## src/rtl/meas_sched.sv

```systemverilog
module meas_sched #(
  parameter int DW        = 16,
  parameter int CW        = 13,
  parameter int IDLE_UNIT = 500
) (
  input  logic          clk,
  input  logic          rst_n,
  input  logic          ms_tick,
  input  logic [3:0]    it_code,
  input  logic [1:0]    psm_mode,
  input  logic          psm_en,
  input  logic          shutdown,
  input  logic [DW-1:0] als_in,
  input  logic [DW-1:0] white_in,
  output logic          integ_en,
  output logic          res_valid,
  output logic [DW-1:0] als_out,
  output logic [DW-1:0] white_out
);

  typedef enum logic [1:0] {S_SHUT, S_INT, S_IDLE} state_t;

  state_t        state;
  logic [CW-1:0] cnt, win_len, idle_len;
  logic          psm_l;

  function automatic logic [CW-1:0] it_len(input logic [3:0] code);
    case (code)
      4'b1100: it_len = CW'(25);
      4'b1000: it_len = CW'(50);
      4'b0001: it_len = CW'(200);
      4'b0010: it_len = CW'(400);
      4'b0011: it_len = CW'(800);
      default: it_len = CW'(100);
    endcase
  endfunction

  wire [CW-1:0] next_idle = CW'(IDLE_UNIT) << psm_mode;
  wire          win_done  = ms_tick && (cnt == win_len - CW'(1));
  wire          idle_done = ms_tick && (cnt == idle_len - CW'(1));

  assign integ_en = (state == S_INT);

  always_ff @(posedge clk or negedge rst_n) begin
    if (!rst_n) begin
      state     <= S_SHUT;
      cnt       <= '0;
      win_len   <= CW'(100);
      idle_len  <= CW'(IDLE_UNIT);
      psm_l     <= 1'b0;
      res_valid <= 1'b0;
      als_out   <= '0;
      white_out <= '0;
    end else begin
      res_valid <= 1'b0;
      if (shutdown) begin
        state <= S_SHUT;
        cnt   <= '0;
      end else begin
        case (state)
          S_SHUT: begin
            state    <= S_INT;
            cnt      <= '0;
            win_len  <= it_len(it_code);
            idle_len <= next_idle;
            psm_l    <= psm_en;
          end
          S_INT: if (ms_tick) begin
            if (win_done) begin
              als_out   <= als_in;
              white_out <= white_in;
              res_valid <= 1'b1;
              cnt       <= '0;
              if (psm_l) begin
                state <= S_IDLE;
              end else begin
                win_len  <= it_len(it_code);
                idle_len <= next_idle;
                psm_l    <= psm_en;
              end
            end else begin
              cnt <= cnt + CW'(1);
            end
          end
          S_IDLE: if (ms_tick) begin
            if (idle_done) begin
              state    <= S_INT;
              cnt      <= '0;
              win_len  <= it_len(it_code);
              idle_len <= next_idle;
              psm_l    <= psm_en;
            end else begin
              cnt <= cnt + CW'(1);
            end
          end
          default: state <= S_SHUT;
        endcase
      end
    end
  end

  assert_valid_pulse_R6: assert property (@(posedge clk) disable iff (!rst_n)
    res_valid |=> !res_valid);

  assert_valid_after_int_R6: assert property (@(posedge clk) disable iff (!rst_n)
    res_valid |-> $past(integ_en));

  assert_shut_hold_R8: assert property (@(posedge clk) disable iff (!rst_n)
    shutdown |=> (!integ_en && !res_valid && $stable(als_out) && $stable(white_out)));

  assert_no_tick_stall_R10: assert property (@(posedge clk) disable iff (!rst_n)
    (!ms_tick && !shutdown) |=> ($stable(cnt) && !res_valid));

  assert_len_fixed_R7: assert property (@(posedge clk) disable iff (!rst_n)
    (integ_en && $past(integ_en) && !res_valid) |-> $stable(win_len));

  assert_cnt_bound_R2: assert property (@(posedge clk) disable iff (!rst_n)
    integ_en |-> (cnt < win_len));

endmodule

```

## config.mk

```make
export PLATFORM = sky130hd
export DESIGN_NAME = meas_sched
export DESIGN_NICKNAME = d
export VERILOG_FILES = /design/src/rtl/meas_sched.sv
export SDC_FILE = /design/constraint.sdc
export NUM_CORES = 1
export LEC_CHECK = 0
export BUFFER_PORTS_ARGS = -buffer_cell sky130_fd_sc_hd__buf_4
export CAP_MARGIN = 10
export CORE_UTILIZATION = 49
export DETAILED_ROUTE_END_ITERATION = 10
export GPL_ROUTABILITY_DRIVEN = 0
export PLACE_DENSITY_LB_ADDON = 0.2
export SETUP_SLACK_MARGIN = 0.15
export SYNTH_ARGS = -nofsm -noshare
export SYNTH_HDL_FRONTEND = slang
export SYNTH_SLANG_ARGS = --single-unit
```

## constraint.sdc

```tcl
create_clock -name clk -period 2.9 [get_ports clk]
set_input_delay 0 -clock clk [delete_from_list [all_inputs] [get_ports clk]]
set_output_delay 0 -clock clk [all_outputs]
set_load 0.005 [all_outputs]
```

==> impl_metrics.ini <==
[outcome]
outcome = complete, no violations

[yosys]
async_reset_ff_share_pct = 100.0
synth_area_per_cell_um2 = 10.76
syn-num-nets = 423
ys_warn_count = 0
synth_top_area_share_pct = 37.39
synth_most_common_cell = dfrtp_1
ys.flop_type = dfrtp_1
synth_edf_count = 0
yosysSeqAreaShare_pct = 41.98
yosysTopAreaCell = dfrtp_1
synth_top_cells_by_area = dfrtp_1 37%, mux2_4 11%, dfstp_2 4.6%
syn_area_um2 = 4015
synthDistinctLibCells = 66
yosys-top-cells-count = 60 x dfrtp_1, 30 x mux2_4, 22 x o21ai_0
ys_ff_latch = 67
synthCells = 373

[die]
dieArea_um2 = 8560
die_h_um = 92.52
initial_core_util_pct = 51.43
core_area_um2 = 7807
boundaryPins = 77
rows = 32
die_w_um = 92.52

[final_layout]
instances_no_fill = 628
stdcell_area_um2 = 5724
area_delta_synth_final_pct = 42.57
drive_gt1_share_pct = 41.83
antenna_cells = 0
finalNetCount = 571

[placement]
place_area_um2 = 4800
dp_cells = 549
dp_hpwl_um = 6707
io_buffer_count = 76

[route]
firstDrtPassIters = 4
drcViolationCount = 0
viasPerCell = 5.723
drt-wirelength-per-cell_um = 18.20
finalWirelength_um = 11430
drt_first_iter_violations = 243
vias = 3594
ant_nets = 0

[global_routing]
antenna_found_initial = 0
grt_overflow = 0
track_usage_pct = 26.32
grt_max_degree = 68
grt_pass1_wl_um = 17600
grt_pass1_vias = 3507

[timing]
clock.fmax_mhz = 346.9
holdWs_ps = 71.33
relSlewSlack_pct = 44.89
finalCritPeriodShare_pct = 99.41
drv_slew = 0
finalSetupViolCount = 0
layout_min_cycle_time_ps = 2883
hold_violations = 0
fin_skew_ps = 9.666
rsz0062_at_grt = true
worst_pin_slew_ps = 826.6

[worst_setup_path]
cp_slowest_cell = dfrtp_1
cp-end-kind = register
critical-path-top-delay-family = simple AND/OR/NAND/NOR gates
cpMostUsedCell = buf_4
cp.arrival_ps = 3100
cp-start-kind = register
timing.critical_path.buf_inv = 4
worstPathRequired_ps = 3120
crit_type = register to register
worstPathCellList = inv_2 -> ha_4 -> or3b_4 -> buf_4 -> o2111ai_1 -> and3_1 -> a211oi_2 -> buf_4 -> a41oi_2 -> nor2_2 -> buf_6 -> mux2_1
critPathMaxStageDelay_ps = 410
cp_max_fo = 6

[clock_tree]
clock_sinks = 67
tritoncts = yes
clk_pin_slew_ps = 70
htree_num_levels = 3
clock-root-buffer = clkbuf_8
cts_inserted_buffers = 9
ctsLongestPathBuffers = 2
clkLatencyLatePin_ps = 340

[power]
p_int_mw = 1.756
p_seq_share_pct = 41.6
p_switching_mw = 0.7585
worst_ir_drop_vdd_uv = 272.5
p_comb_share_pct = 27.7
swShare_pct = 30.17
power.density_nw_per_um2 = 439.2
clkPwrFrac_pct = 30.7
power_mw = 2.514
p_leak_nw = 2.647

[flow_run]
max-cap-violations = 0

[hold_path]
min_path_type = primary input to register
==> stage by stage <==
stage	utilization [%]	setup WS, ps	TNS, ps
finish	73.32	17.22	0
global route	73.32	-65.56	-1594
CTS	70.58	92.36	0
detailed placement	61.47	65.40	0
global placement	61.47	103.0	0
floorplan	-	126.7	0
==> path summary, 6_finish.rpt <==
| kind | startpoint | end | slack [ps] | depth (start not counted) |
|---|---|---|---|---|
| min in group asynchronous | rst_n | als_out[14] | 330 | 2 |
| max in group asynchronous | rst_n | cnt[2] | 1990 | 2 |
| min reg2reg | als_out[14] | als_out[14] | 520 | 1 |
| max | win_len[1] | win_len[4] | 20 | 12 |
| min | it_code[1] | win_len[0] | 70 | 4 |
| max reg2reg | win_len[1] | win_len[4] | 20 | 12 |
==> power by group through the flow <==
stage / logic, mW / registers [mW] / clock network (mW)
global route: 0.752 / 1.05 / 0.832
detailed placement: 0.536 / 1.06 / 0
finish: 0.695 / 1.05 / 0.773
CTS: 0.631 / 1.04 / 0.789
floorplan: 0.352 / 1.05 / 0
global placement: 0.525 / 1.06 / 0
==> state kept, by name, indices dropped and copies added, names as in the netlist <==
| name | flops |
|---|---|
| cnt | 13 |
| white_out | 16 |
| win_len | 10 |
| psm_l | 1 |
| state | 2 |
| als_out | 16 |
| res_valid | 1 |
| idle_len | 8 |
==> area by class of cell <==
type / instances / area, um2
timing repair buffer: 165 / 1418
sequential: 67 / 1687
inverter: 15 / 61.31
clock buffer: 9 / 123.9
tap: 102 / 127.6
fill: 491 / 2083
multi-input combinational: 263 / 2238
clock inverter: 7 / 68.82
==> repair_timing <==
action	CTS	global route
hold buffers	40	0
setup buffers	12	8
endpoints found under the hold margin	107	0
cloned	0	3
gates resized for setup	5	28
setup endpoints to repair	53	66
pin swaps	1	9
==> worst min-delay path, delay by kind of cell <==
kind	cells	cell delay (ps)
multiplexers	1	60
buffers and inverters	1	120
AND/OR/NAND/NOR	2	180
==> cells by family after synthesis <==
family	Yosys count	share of synthesized area, %
buffers and inverters	43	5.827
DFF	67	41.98
adders and majority gates	7	2.181
AOI/OAI and AO/OA	84	15.18
xor gates and xnor gates	22	4.799
muxes	43	14.74
and+or+nand+nor	107	15.30
==> placed cells by master (no fill, tap or decap), types with 4 or more instances in the layout <==
cell and instances:
buf_4 116, dfrtp_1 59, dlygate4sd3_1 40, mux2_4 32, nor2_1 19, o21ai_0 18
nand2_1 16, inv_1 12, a31oi_1 12, xnor2_1 11, xor2_1 10, nor3_1 10
nand3_1 10, clkbuf_8 9, and3_1 8, a32o_1 7, dfstp_2 7, nand2b_1 5
buf_6 5, nor2b_1 4, nand4_1 4, o21ai_1 4, a21oi_1 4, mux2_1 4
mux2i_1 4, ha_1 4
==> metal layers <==
metal	wire, um	global-route usage (%)
met2	5506	43.52
met3	705	5.172
met1	5007	35.48
met5	0	0
met4	212	6.510
(Power assumes the default switching activity.)
